**src/rtl/rsd_seq_pkg.sv**
```systemverilog
package rsd_seq_pkg;
  typedef enum logic [1:0] {
    PH_IDLE   = 2'd0,
    PH_COARSE = 2'd1,
    PH_LSB    = 2'd2,
    PH_DONE   = 2'd3
  } phase_t;

  localparam logic [2:0] SW_HOLD    = 3'd0;
  localparam logic [2:0] SW_ACC     = 3'd1;
  localparam logic [2:0] SW_ACC_SUB = 3'd2;
  localparam logic [2:0] SW_ACC_ADD = 3'd3;
  localparam logic [2:0] SW_DBL     = 3'd4;
  localparam logic [2:0] SW_DBL_SUB = 3'd5;
  localparam logic [2:0] SW_DBL_ADD = 3'd6;

  localparam logic signed [1:0] DIG_POS  = 2'sb01;
  localparam logic signed [1:0] DIG_NEG  = 2'sb11;
  localparam logic signed [1:0] DIG_ZERO = 2'sb00;
endpackage

```
**src/rtl/rsd_digit_dec.sv**
```systemverilog
module rsd_digit_dec
  import rsd_seq_pkg::*;
(
  input  logic              cmp_hi,
  input  logic              cmp_lo,
  output logic signed [1:0] digit
);
  always_comb begin
    unique case ({cmp_hi, cmp_lo})
      2'b10:   digit = DIG_POS;
      2'b01:   digit = DIG_NEG;
      default: digit = DIG_ZERO;
    endcase
  end
endmodule

```
**src/rtl/rsd_seq_ctrl.sv**
```systemverilog
module rsd_seq_ctrl
  import rsd_seq_pkg::*;
#(
  parameter int N_LSB   = 11,
  parameter int ACC_LOG = 5,
  localparam int COARSE_STEPS = 1 << ACC_LOG,
  localparam int CNT_MAX = (COARSE_STEPS > N_LSB) ? COARSE_STEPS : N_LSB,
  localparam int CNT_W   = $clog2(CNT_MAX) + 1
)(
  input  logic              clk,
  input  logic              rst,
  input  logic              start,
  input  logic signed [1:0] digit,
  output phase_t            phase,
  output logic              clear,
  output logic              coarse_en,
  output logic              lsb_en,
  output logic              last_lsb,
  output logic [CNT_W-1:0]  lsb_idx,
  output logic [2:0]        sw_code
);
  phase_t           phase_q;
  logic [CNT_W-1:0] cnt_q;

  always_ff @(posedge clk) begin
    if (rst) begin
      phase_q <= PH_IDLE;
      cnt_q   <= '0;
    end else begin
      unique case (phase_q)
        PH_IDLE: if (start) begin
          phase_q <= PH_COARSE;
          cnt_q   <= '0;
        end
        PH_COARSE: if (cnt_q == CNT_W'(COARSE_STEPS - 1)) begin
          phase_q <= PH_LSB;
          cnt_q   <= '0;
        end else begin
          cnt_q <= cnt_q + 1'b1;
        end
        PH_LSB: if (cnt_q == CNT_W'(N_LSB - 1)) begin
          phase_q <= PH_DONE;
          cnt_q   <= '0;
        end else begin
          cnt_q <= cnt_q + 1'b1;
        end
        default: phase_q <= PH_IDLE;
      endcase
    end
  end

  always_comb begin
    sw_code = SW_HOLD;
    if (phase_q == PH_COARSE) begin
      if (digit == DIG_POS)      sw_code = SW_ACC_SUB;
      else if (digit == DIG_NEG) sw_code = SW_ACC_ADD;
      else                       sw_code = SW_ACC;
    end else if (phase_q == PH_LSB) begin
      if (digit == DIG_POS)      sw_code = SW_DBL_SUB;
      else if (digit == DIG_NEG) sw_code = SW_DBL_ADD;
      else                       sw_code = SW_DBL;
    end
  end

  assign phase     = phase_q;
  assign clear     = (phase_q == PH_IDLE) && start;
  assign coarse_en = (phase_q == PH_COARSE);
  assign lsb_en    = (phase_q == PH_LSB);
  assign last_lsb  = lsb_en && (cnt_q == CNT_W'(N_LSB - 1));
  assign lsb_idx   = cnt_q;

  // integration hands over to the cyclic phase only after its full count
  assert_coarse_len_R4: assert property (@(posedge clk) disable iff (rst)
    (phase_q == PH_LSB && $past(phase_q) == PH_COARSE)
      |-> $past(cnt_q) == CNT_W'(COARSE_STEPS - 1));

  // a start pulse in a busy phase never restarts integration
  assert_busy_start_R9: assert property (@(posedge clk) disable iff (rst)
    (start && (phase_q == PH_LSB || phase_q == PH_DONE)) |=> phase_q != PH_COARSE);
endmodule

```
**src/rtl/rsd_result_acc.sv**
```systemverilog
module rsd_result_acc
  import rsd_seq_pkg::*;
#(
  parameter int N_LSB   = 11,
  parameter int ACC_LOG = 5,
  parameter int CNT_W   = 6,
  localparam int OUT_W  = N_LSB + ACC_LOG + 1,
  localparam int SUM_W  = ACC_LOG + 2,
  localparam int LSB_W  = N_LSB + 2,
  localparam int FULL_W = SUM_W + N_LSB + 1
)(
  input  logic              clk,
  input  logic              rst,
  input  logic              clear,
  input  logic              coarse_en,
  input  logic              lsb_en,
  input  logic              last_lsb,
  input  logic [CNT_W-1:0]  lsb_idx,
  input  logic signed [1:0] digit,
  output logic [OUT_W-1:0]  result,
  output logic              done
);
  localparam logic signed [FULL_W-1:0] MAX_F = FULL_W'((64'sd1 <<< (OUT_W - 1)) - 64'sd1);
  localparam logic signed [FULL_W-1:0] MIN_F = -MAX_F - FULL_W'(1);

  logic signed [SUM_W-1:0]  sum_q;
  logic signed [LSB_W-1:0]  lsb_q;
  logic signed [LSB_W-1:0]  weight, term, lsb_next;
  logic [CNT_W-1:0]         shamt;
  logic signed [FULL_W-1:0] full, clamped;
  logic [OUT_W-1:0]         result_q;
  logic                     done_q;

  always_comb begin
    shamt  = CNT_W'(N_LSB - 1) - lsb_idx;
    weight = LSB_W'(1) << shamt;
    if (digit == DIG_POS)      term = weight;
    else if (digit == DIG_NEG) term = -weight;
    else                       term = '0;
    lsb_next = lsb_q + term;
    full = (FULL_W'(sum_q) <<< N_LSB) + FULL_W'(lsb_next);
    if (full > MAX_F)      clamped = MAX_F;
    else if (full < MIN_F) clamped = MIN_F;
    else                   clamped = full;
  end

  always_ff @(posedge clk) begin
    if (rst) begin
      sum_q    <= '0;
      lsb_q    <= '0;
      result_q <= '0;
      done_q   <= 1'b0;
    end else begin
      done_q <= last_lsb;
      if (clear) begin
        sum_q <= '0;
        lsb_q <= '0;
      end else begin
        if (coarse_en) sum_q <= sum_q + SUM_W'(digit);
        if (lsb_en)    lsb_q <= lsb_next;
      end
      if (last_lsb) result_q <= clamped[OUT_W-1:0];
    end
  end

  assign result = result_q;
  assign done   = done_q;

  // a conversion start leaves both running sums at zero
  assert_clear_sums_R2: assert property (@(posedge clk) disable iff (rst)
    clear |=> (sum_q == '0 && lsb_q == '0));

  // the result only moves in the cycle done is raised
  assert_result_hold_R8: assert property (@(posedge clk) disable iff (rst)
    !done_q |-> $stable(result_q));
endmodule

```
**src/rtl/rsd_conv_seq.sv**
```systemverilog
module rsd_conv_seq
  import rsd_seq_pkg::*;
#(
  parameter int N_LSB   = 11,
  parameter int ACC_LOG = 5,
  localparam int OUT_W  = N_LSB + ACC_LOG + 1,
  localparam int COARSE_STEPS = 1 << ACC_LOG,
  localparam int CNT_MAX = (COARSE_STEPS > N_LSB) ? COARSE_STEPS : N_LSB,
  localparam int CNT_W   = $clog2(CNT_MAX) + 1
)(
  input  logic             clk,
  input  logic             rst,
  input  logic             start,
  input  logic             cmp_hi,
  input  logic             cmp_lo,
  output logic             clr_res,
  output logic [2:0]       sw_code,
  output logic [1:0]       phase,
  output logic             done,
  output logic [OUT_W-1:0] result
);
  logic signed [1:0] digit;
  phase_t            phase_s;
  logic              clear, coarse_en, lsb_en, last_lsb;
  logic [CNT_W-1:0]  lsb_idx;

  rsd_digit_dec u_dec (
    .cmp_hi (cmp_hi),
    .cmp_lo (cmp_lo),
    .digit  (digit)
  );

  rsd_seq_ctrl #(.N_LSB(N_LSB), .ACC_LOG(ACC_LOG)) u_ctrl (
    .clk       (clk),
    .rst       (rst),
    .start     (start),
    .digit     (digit),
    .phase     (phase_s),
    .clear     (clear),
    .coarse_en (coarse_en),
    .lsb_en    (lsb_en),
    .last_lsb  (last_lsb),
    .lsb_idx   (lsb_idx),
    .sw_code   (sw_code)
  );

  rsd_result_acc #(.N_LSB(N_LSB), .ACC_LOG(ACC_LOG), .CNT_W(CNT_W)) u_acc (
    .clk       (clk),
    .rst       (rst),
    .clear     (clear),
    .coarse_en (coarse_en),
    .lsb_en    (lsb_en),
    .last_lsb  (last_lsb),
    .lsb_idx   (lsb_idx),
    .digit     (digit),
    .result    (result),
    .done      (done)
  );

  assign phase   = phase_s;
  assign clr_res = clear;

  // lone upper comparator during integration selects subtract-reference
  assert_coarse_sub_R3: assert property (@(posedge clk) disable iff (rst)
    (phase_s == PH_COARSE && cmp_hi && !cmp_lo) |-> sw_code == SW_ACC_SUB);

  // both comparators high decode as a zero digit in the cyclic phase
  assert_both_zero_R1: assert property (@(posedge clk) disable iff (rst)
    (phase_s == PH_LSB && cmp_hi && cmp_lo) |-> sw_code == SW_DBL);

  // done is a single-cycle pulse aligned with the done phase
  assert_done_pulse_R8: assert property (@(posedge clk) disable iff (rst)
    done |-> (phase_s == PH_DONE) ##1 !done);
endmodule

```
**config.mk**
```make
export PLATFORM = sky130hd
export DESIGN_NAME = rsd_conv_seq
export DESIGN_NICKNAME = d
export VERILOG_FILES = /design/src/rtl/rsd_seq_pkg.sv /design/src/rtl/rsd_digit_dec.sv /design/src/rtl/rsd_seq_ctrl.sv /design/src/rtl/rsd_result_acc.sv /design/src/rtl/rsd_conv_seq.sv
export SDC_FILE = /design/constraint.sdc
export NUM_CORES = 1
export LEC_CHECK = 0
export ABC_AREA = 1
export BUFFER_PORTS_ARGS = -buffer_cell sky130_fd_sc_hd__buf_2
export CAP_MARGIN = 20
export CORE_ASPECT_RATIO = 1.5
export CORE_UTILIZATION = 35
export CTS_CLUSTER_SIZE = 10
export DETAILED_ROUTE_END_ITERATION = 8
export SLEW_MARGIN = 20
export SYNTH_ARGS = -nofsm -noshare
export SYNTH_HDL_FRONTEND = slang
export SYNTH_HIERARCHICAL = 1
export SYNTH_SLANG_ARGS = --single-unit
```
**constraint.sdc**
```tcl
create_clock -name clk -period 9 [get_ports clk]
set_input_delay 0.45 -clock clk [delete_from_list [all_inputs] [get_ports clk]]
set_output_delay 0.45 -clock clk [all_outputs]
set_load 0.03 [all_outputs]
```
# Word-level counts from Yosys, hierarchy flattened
# Cells that the tools add are included.
[word_totals]
elab_cells = 52
inputBits = 5
output_inout_bits = 24
regBits = 46
[classes]
reduce_logical = 7
addsub = 6
n_mux = 19
order_cmp = 2
n_eq_ne = 11
shifts = 1
[ops]
columns = ["operator", "n"]
rows = [
  ["$mux 17", 2],
  ["$mux 13", 2],
  ["$add 18x13->19", 1],
  ["$gt 19x17->1 const B", 1],
  ["$lt 19x17->1 const B", 1],
  ["$mux 6", 3],
  ["$pmux 6 s3", 1],
  ["$add 13x13->13", 1],
  ["$neg 13->13", 1],
  ["$shl 1x6->13 const A", 1],
  ["$mux 3", 4],
  ["$mux 2", 5],
  ["$add 7x2->7", 1],
  ["$add 6x1->6 const B", 1],
  ["$eq 2x1->1 const B", 3],
  ["$eq 2x2->1 const B", 3],
  ["$eq 6x4->1 const B", 1],
  ["$eq 6x5->1 const B", 1],
  ["$pmux 2 s3", 1],
  ["$sub 4x6->6 const A", 1],
  ["$ne 2x2->1 const B", 2],
  ["$pmux 2 s2", 1],
  ["$reduce_and 3->1", 1],
  ["$reduce_bool 3->1", 1],
  ["other kinds (5)", 6],
]

# Depth between registers and ports, before layout
# Gate-level depths: netlist of run 1.
[logic_depth]
depth_word = 10
mapped_depth = 37
ltp_nobuf = 36

# Cells and area by module
# The synthesis of run 1 kept the hierarchy.
[modules_own_cells]
columns = ["mod", "n_inst", "area_each_um2", "seq_area_each_um2", "cells_per_inst"]
rows = [
  ["rsd_result_acc", 1, 3105.5, 760.7, 455],
  ["rsd_seq_ctrl", 1, 569.3, 160.2, 84],
  ["rsd_digit_dec", 1, 20.0, 0.0, 3],
]

# Least setup slack after synthesis of run 1
# Ideal clock, no wire load.
[synth_timing]
path_type = "reg-to-reg"
from = "register u_ctrl.cnt_q[2], in the netlist u_ctrl/lsb_idx[2]"
to = "register u_acc.result_q[11], in the netlist u_acc/result[11]"
setup_ns = 0.122
path_stages_with_launch = 35
setup_slack_ns = 3.762
required_time_ns = 8.878
path_buffers = 1
arrival_time_ns = 5.116
period_less_slack_ns = 5.238
path_cell_list = "dfxtp_1 -> nor2_1 -> nor2_1 -> nand2_1 -> nand3_2 -> nand3_2 -> nor2_1 -> nand2_1 -> nor2_1 -> inv_1 -> ha_1 -> a22oi_1 -> fa_1 -> inv_1 -> a31oi_1 -> o221ai_1 -> nand3_1 -> nand2_1 -> nand2_1 -> nand2_1 -> a21oi_1 -> inv_1 -> nand3_2 -> nand2_1 -> fa_1 -> nand3_1 -> nand2_1 -> a21oi_1 -> nor2_1 -> nor2_1 -> xor2_1 -> nand2_1 -> a21oi_1 -> buf_2 -> a21oi_1"
[synth_via]
elab_chain_len = 10
elab_cells_between_ends = 13
cone_classes = "add/sub (4); order compare (2); eq/ne (1); shift (1); mux (4); reduce/logical (1)"
[synth_lines]
columns = ["element", "line", "rtl"]
rows = [
  ["start, declared", "rsd_seq_ctrl.sv:23", "logic [CNT_W-1:0] cnt_q;"],
  ["start signal, assigned", "rsd_seq_ctrl.sv:39", "cnt_q <= cnt_q + 1'b1;"],
  ["start signal, assigned", "rsd_seq_ctrl.sv:45", "cnt_q <= cnt_q + 1'b1;"],
  ["$sub 4x6->6 *", "rsd_result_acc.sv:35", "shamt = CNT_W'(N_LSB - 1) - lsb_idx;"],
  ["$shl 1x6->13 *", "rsd_result_acc.sv:36", "weight = LSB_W'(1) << shamt;"],
  ["$neg 13->13", "rsd_result_acc.sv:38", "else if (digit == DIG_NEG) term = -weight;"],
  ["$mux 13", "rsd_result_acc.sv:38", ""],
  ["$mux 13 *", "rsd_result_acc.sv:37", "if (digit == DIG_POS) term = weight;"],
  ["$add 13x13->13 *", "rsd_result_acc.sv:40", "lsb_next = lsb_q + term;"],
  ["via u_acc.lsb_next[12]", "rsd_result_acc.sv:28", "logic signed [LSB_W-1:0] weight, term, lsb_next;"],
  ["$add 18x13->19 *", "rsd_result_acc.sv:41", "full = (FULL_W'(sum_q) <<< N_LSB) + FULL_W'(lsb_next);"],
  ["$lt 19x17->1", "rsd_result_acc.sv:43", "else if (full < MIN_F) clamped = MIN_F;"],
  ["$mux 17", "rsd_result_acc.sv:43", ""],
  ["$mux 17 *", "rsd_result_acc.sv:42", "if (full > MAX_F) clamped = MAX_F;"],
  ["end signal, assigned", "rsd_result_acc.sv:62", "if (last_lsb) result_q <= clamped[OUT_W-1:0];"],
  ["end, declared", "rsd_result_acc.sv:31", "logic [OUT_W-1:0] result_q;"],
]
# The timed path passes the listed nets; every way through them passes the cells marked *.
# A chain may end at the register's enable or synchronous reset.

# Worst setup path in the final report of run 1
[layout_timing]
from = "register u_ctrl.cnt_q[2], in the netlist u_ctrl/lsb_idx[2]"
to = "register u_acc.result_q[2], in the netlist u_acc/result[2]"
# The elaborated chain is that of the path after synthesis.

==> results of run 1 <==
==> kinds of logic after synthesis <==
group | Yosys count | share of synthesized area (%)
buffers and inverters | 88 | 9.11
DFF | 46 | 24.9
xor gates and xnor gates | 19 | 4.50
adders and majority gates | 41 | 14.5
AOI/OAI and AO/OA | 126 | 18.4
and+or+nand+nor | 222 | 28.6
==> final timing paths <==
path,from,to,slack (ns)
setup / recovery,u_ctrl/lsb_idx[2],u_acc/result[2],2.84
hold / removal,rst,u_ctrl/phase[0],0.38
setup reg to reg,u_ctrl/lsb_idx[2],u_acc/result[2],2.84
hold reg to reg,u_acc/lsb_q[0],u_acc/lsb_q[0],0.48
==> state kept, by name, indices dropped and copies added (netlist names) <==
register        flops
u_ctrl/phase        2
u_ctrl/lsb_idx      6
u_acc/lsb_q        13
u_acc/sum_q         7
u_acc/done          1
u_acc/result       17
==> layout by cell type, fill, tap and decap left out, drive strengths merged <==
cell	synthesis	layout
clkinv	0	1
nand4	4	4
ha	38	38
nand3b	1	1
o21a	1	1
o21ai	53	53
nand2	99	99
nand3	37	37
nor3	8	8
nor2	70	70
xnor2	3	3
fa	3	3
a31oi	1	1
clkbuf	7	5
o221ai	2	2
a21oi	62	62
or2	2	2
o2111ai	1	1
a211oi	1	1
inv	78	79
a22oi	2	2
o21bai	3	3
and3	1	1
clkinvlp	0	1
dfxtp	46	46
xor2	16	16
buf	3	31
==> critical path: cells and delay by family, from the launching register on <==
family / cells / cell delay, ns
AO/OA/AOI/OAI: 7 / 1.92
XOR/XNOR: 1 / 0.22
adder cells (fa/ha/maj): 3 / 1.09
buffers and inverters: 3 / 0.21
flip-flops: 1 / 0.55
AND/OR/NAND/NOR: 19 / 2.00
==> through the flow <==
step           hold slack [ns]  std cells
3_3_place_gp             0.470        703
3_5_place_dp             0.472        703
4_1_cts                  0.380        711
5_1_grt                  0.395        712
2_1_floorplan            0.443        542
6_report                 0.383        712
==> metal layers <==
layer	vias up	track usage [%]
li1	1833	-
met1	1563	19.5
met2	52	29.7
met3	16	2.25
met4	0	6.96
met5	-	0
==> final cells by class <==
type                    instances  area [um^2]  share of cell area [%]
multi-input cells             408         2440                    58.9
flip-flops and latches         46          921                    22.2
inverters                      78          295                    7.11
well taps                     141          176                    4.25
repair buffers                 31          163                    3.92
clock buffers                   5          125                    3.01
clock inverters                 3         25.0                   0.603
==> power by group through the flow <==
stage	Clock (W)	Sequential (W)	Combinational, W
2_1_floorplan	0	0.000260	0.000348
3_3_place_gp	0	0.000261	0.000439
3_5_place_dp	0	0.000262	0.000443
4_1_cts	0.000194	0.000258	0.000446
5_1_grt	0.000201	0.000262	0.000513
6_report	0.000188	0.000258	0.000448
==> reports/results.tsv, run 1 <==
stage	metric	value	unit
routing	vias	3464	
placement	postPlaceCellArea	3990	um^2
synthesis	synth.net_count	588	
setup_path	worst_setup_path_end_kind	register	
routing	dr_wl_met2	4280	um
clock_network	cts_tree	built	
power	pwr-share-comb	50.1	%
setup_path	critical_path_class	register to register	
placement	place.gp.congestion	0.914	
layout	drive_gt1_share	14.7	%
die	core_area	10200	um^2
routing	top_layer_used	met4	
clock_network	clock-sinks	46	
setup_path	start_kind	register	
die	rows	45	
layout	fill_cells	1058	
global_route	grt_max_degree	27	
power	pwr-share-seq	28.9	%
synthesis	ys_seq_area_share	24.9	%
synthesis	ys.warnings.count	6	
timing	relSlewSlack	54.9	%
timing	post-route-min-period	6.16	ns
outcome	outcome	finished clean	
die	ios	29	
routing	via_per_inst	4.87	
layout	area_growth	12.3	%
setup_path	cp_max_fo	16	
synthesis	synth_area_leaders	dfxtp_1, ha_1, nand2_1, a21oi_1, inv_1	
die	die_y	128	um
clock_network	root_buffer	clkbuf_16	
setup_path	critical_path.most_common_cell	nand2_1	
layout	postLayoutCoreUtil	40.7	%
synthesis	ys_ff_latch	46	
timing	rsz0062_at_grt	false	
die	start_util	36.3	%
setup_path	worstPathArrival	6.30	ns
synthesis	synth-edff-count	0	
routing	detail_route.wirelength.met1	3860	um
die	fp.dieW	85.9	um
layout	final_area	4150	um^2
clock_network	cts_max_level	2	
clock_network	cts_setup_buffers	0	
power	p_leak	2.07	nW
clock_network	cts_resized	0	
run	maxCapViolCount	0	
timing	setup_slack	2.84	ns
routing	wirelength	8580	um
synthesis	synthCells	542	
global_route	grt_pass1_wl	14800	um
synthesis	syn_area_per_cell	6.82	um^2
clock_network	clock_latency	0.29	ns
die	die-area	11000	um^2
timing	finalClockSkew	0.00575	ns
layout	nNetsFinal	616	
routing	initialDrtViolationCount	120	
timing	tightest_slew	0.676	ns
synthesis	postSynth.asyncResetShare	0	%
worst_hold_path	hold_depth	2	
placement	place_ws	2.55	ns
synthesis	synth_common_cells	nand2_1, inv_1, nor2_1	
synthesis	synth.distinct_cells	34	
power	power_frac_clock	21.0	%
power	switching_share	45.2	%
worst_hold_path	hp-class	input pin to register	
clock_network	ctsHoldBuffers	0	
timing	finalSetupViolations	0	
power	p_switching	0.000403	W
placement	portBuffers	28	
synthesis	synth_top_cell_area_share	24.9	%
synthesis	synth.most_common_cell	nand2_1	
global_route	antenna_found_initial	0	
power	p_int	0.000490	W
power	power.total	0.000893	W
setup_path	cpMaxStageDelayCell	a21oi_2	
setup_path	worstPathRequired	9.14	ns
timing	max_freq	0.162	GHz
setup_path	cp_slowest_stage_delay	0.56	ns
global_route	grt_pass1_vias	3273	
power	power_density	215	nW/um^2
placement	hpwl	6860	um
synthesis	synth-main-ff-cell	dfxtp_1	
clock_network	numCtsBuffers	5	
routing	dr_wl_met3	213	um
routing	antenna_left	0	
clock_network	cts_buffer_depth	2	
global_route	grt_usage	16.6	%
synthesis	synth_area	3690	um^2
clock_network	clkTransAtPathRegs	0.07	ns
global_route	grt_remaining_overflow	0	
timing	finalHoldViolations	0	
routing	wl_per_cell	12.0	um
timing	fin_tns_setup	0	ns
power	vdd.ir_drop.worst	0.142	mV
setup_path	r2r_cells	33	
layout	antenna_cells	0	
routing	drc	0	
timing	period_share	68.4	%
timing	drv_slew	0	
synthesis	yosys.area.top_type	dfxtp_1	
routing	first_pass_iters	4	
Power figures use the tool's default switching activity.
==> run 2, diff against run 1 <==
==> constraint.sdc (replaced) <==
create_clock -name clk -period 6.25 [get_ports clk]
set_input_delay 0.3125 -clock clk [delete_from_list [all_inputs] [get_ports clk]]
set_output_delay 0.3125 -clock clk [all_outputs]
set_load 0.03 [all_outputs]
==> reports/results.tsv, run 2 (synthesis gave the netlist of run 1 again) <==
stage	metric	value	unit	change
run	maxCapViolCount	0		unchanged
routing	vias	3525		+1.8%
setup_path	cp_slowest_stage_delay	0.45	ns	-0.11 ns
placement	place.gp.congestion	0.902		-1.3%
placement	postPlaceCellArea	4020	um^2	+0.75%
timing	finalHoldViolations	0		unchanged
timing	fin_tns_setup	0	ns	unchanged
power	power_frac_clock	20.8	%	-0.2 points
routing	wirelength	8950	um	+4.4%
die	core_area	10200	um^2	unchanged
clock_network	cts_buffer_depth	2		unchanged
timing	finalClockSkew	0.00665	ns	+0.000893 ns
power	pwr-share-comb	50.4	%	+0.3 points
setup_path	r2r-end	u_acc/result[8]		
timing	rsz0062_at_grt	false		
setup_path	critical_path.most_common_cell	nand2_1		
layout	final_area	4190	um^2	+0.90%
die	rows	45		unchanged
layout	drive_gt1_share	16.4	%	+1.7 points
timing	period_share	88.0	%	+20 points
worst_hold_path	min_from	rst		
global_route	grt_pass1_wl	15400	um	+3.7%
global_route	grt_max_degree	27		unchanged
power	power_density	308	nW/um^2	+43%
setup_path	critical_path_class	register to register		
clock_network	numCtsBuffers	5		unchanged
routing	drc	0		unchanged
die	die-area	11000	um^2	unchanged
clock_network	cts_max_level	2		unchanged
power	p_int	0.000709	W	+45%
timing	post-route-min-period	5.50	ns	-0.658 ns
global_route	grt_remaining_overflow	0		unchanged
placement	hpwl	7140	um	+4.1%
layout	nNetsFinal	619		+0.49%
layout	area_growth	13.3	%	
global_route	grt_pass1_vias	3449		+5.4%
timing	relSlewSlack	55.5	%	+0.58 points
routing	initialDrtViolationCount	137		+14%
placement	portBuffers	28		unchanged
setup_path	r2r_cells	34		+3.0%
die	ios	29		unchanged
setup_path	r2r_start	u_ctrl/lsb_idx[2]		
die	fp.dieW	85.9	um	unchanged
placement	dp_cells	707		+0.57%
clock_network	cts_tree	built		
die	die_y	128	um	unchanged
setup_path	worst_setup_path_end_kind	register		
setup_path	cp_max_fo	11		-5
worst_hold_path	hp-class	input pin to register		
power	p_switching	0.000582	W	+44%
global_route	antenna_found_initial	0		unchanged
die	start_util	36.3	%	unchanged
clock_network	clock-sinks	46		unchanged
setup_path	worstPathRequired	6.43	ns	-2.71 ns
power	p_leak	2.09	nW	+0.79%
clock_network	clkTransAtPathRegs	0.07	ns	about the same
power	switching_share	45.1	%	-0.080 points
routing	first_pass_iters	4		unchanged
timing	finalSetupViolations	0		unchanged
worst_hold_path	hold_depth	2		unchanged
clock_network	clock_latency	0.29	ns	about the same
timing	tightest_slew	0.667	ns	-0.00936 ns
layout	final_cell_mix	nand2_1, inv_1, nor2_1, a21oi_1, o21ai_0		
setup_path	cpMaxStageDelayCell	dfxtp_2		
clock_network	root_buffer	clkbuf_16		
layout	fill_cells	1099		+3.9%
routing	antenna_left	0		unchanged
setup_path	start_kind	register		
setup_path	worstPathArrival	5.68	ns	-0.62 ns
routing	wl_per_cell	12.5	um	+4.0%
layout	antenna_cells	0		unchanged
power	power.total	0.00129	W	+45%
timing	drv_slew	0		unchanged
routing	via_per_inst	4.93		+1.3%
timing	max_freq	0.182	GHz	+12%
layout	largest_reg_flops	17		unchanged
global_route	grt_usage	17.4	%	+0.78 points
outcome	outcome	finished clean		
layout	mostFrequentLayoutCell	nand2_1		
power	pwr-share-seq	28.8	%	about the same
clock_network	cts_setup_buffers	0		unchanged
timing	fin_hold_ws	0.259	ns	-0.124 ns
power	vdd.ir_drop.worst	0.198	mV	+40%
setup_path	r2r_setup_slack	0.75	ns	-2.09 ns
worst_hold_path	hold_end	u_ctrl/phase[0]		
layout	fin_cells	715		+0.42%
-- run 2: changes by cell type in the layout (fill, tap and decap cells not counted), moves of 2 or more --
cell     before  now
dfxtp_1      46   42
dfxtp_2       0    4
buf_4         3    6
a22oi_1       2    0
a22oi_2       0    2
-- run 2: routing by layer --
layer  share of wire, %  global-route usage [%]  vias up
met4                2.6                    7.35        0
met2                 52                    32.9       45
met3                2.1                    2.32       13
met1                 43                    18.9     1630
met5                  0                       0        -
li1                   -                       -     1837
-- run 2: per-stage QoR --
step           setup slack [ns]  utilization (%)
2_1_floorplan              1.01                -
3_3_place_gp              0.450             39.4
3_5_place_dp              0.318             39.4
4_1_cts                   0.293             40.8
5_1_grt                  0.0810             41.1
6_report                  0.751             41.1
-- run 2: worst max path at each step --
stage	startpoint	to	slack (ns)
global route	u_ctrl/lsb_idx[2]	u_acc/result[7]	0.08
CTS	u_ctrl/lsb_idx[0]	u_acc/result[15]	0.29
floorplan	u_ctrl/lsb_idx[2]	u_acc/result[11]	1.01
global placement	u_ctrl/lsb_idx[2]	u_acc/result[10]	0.45
finish	u_ctrl/lsb_idx[2]	u_acc/result[8]	0.75
detailed placement	u_ctrl/lsb_idx[0]	u_acc/result[8]	0.32
-- run 2: timing repair --
item	in CTS	in global routing
hold buffers	0	0
resized for setup	0	8
endpoints found under the setup margin	0	16
-- run 2: critical path: cells and delay by family, from the launching register on --
| kind | cells | cell delay [ns] |
|---|---|---|
| AOI/OAI and AO/OA | 7 | 1.34 |
| xor gates and xnor gates | 1 | 0.20 |
| adders and majority gates | 3 | 1.02 |
| buffers and inverters | 4 | 0.42 |
| DFF | 1 | 0.45 |
| and+or+nand+nor | 19 | 1.92 |
-- run 2: cell type report --
cell class	count	area [um^2]	area share [%]
repair buffers	34	185	4.42
inverters	78	295	7.05
clock inverters	3	21.3	0.508
multi-input cells	408	2460	58.7
clock buffers	5	125	2.99
well taps	141	176	4.21
flip-flops and latches	46	926	22.1
-- run 2: power groups by stage --
stage	logic, W	registers [W]	clock network [W]
finish	0.000651	0.000372	0.000268
global route	0.000748	0.000378	0.000284
CTS	0.000647	0.000372	0.000276
detailed placement	0.000643	0.000379	0
global placement	0.000635	0.000376	0
floorplan	0.000501	0.000374	0
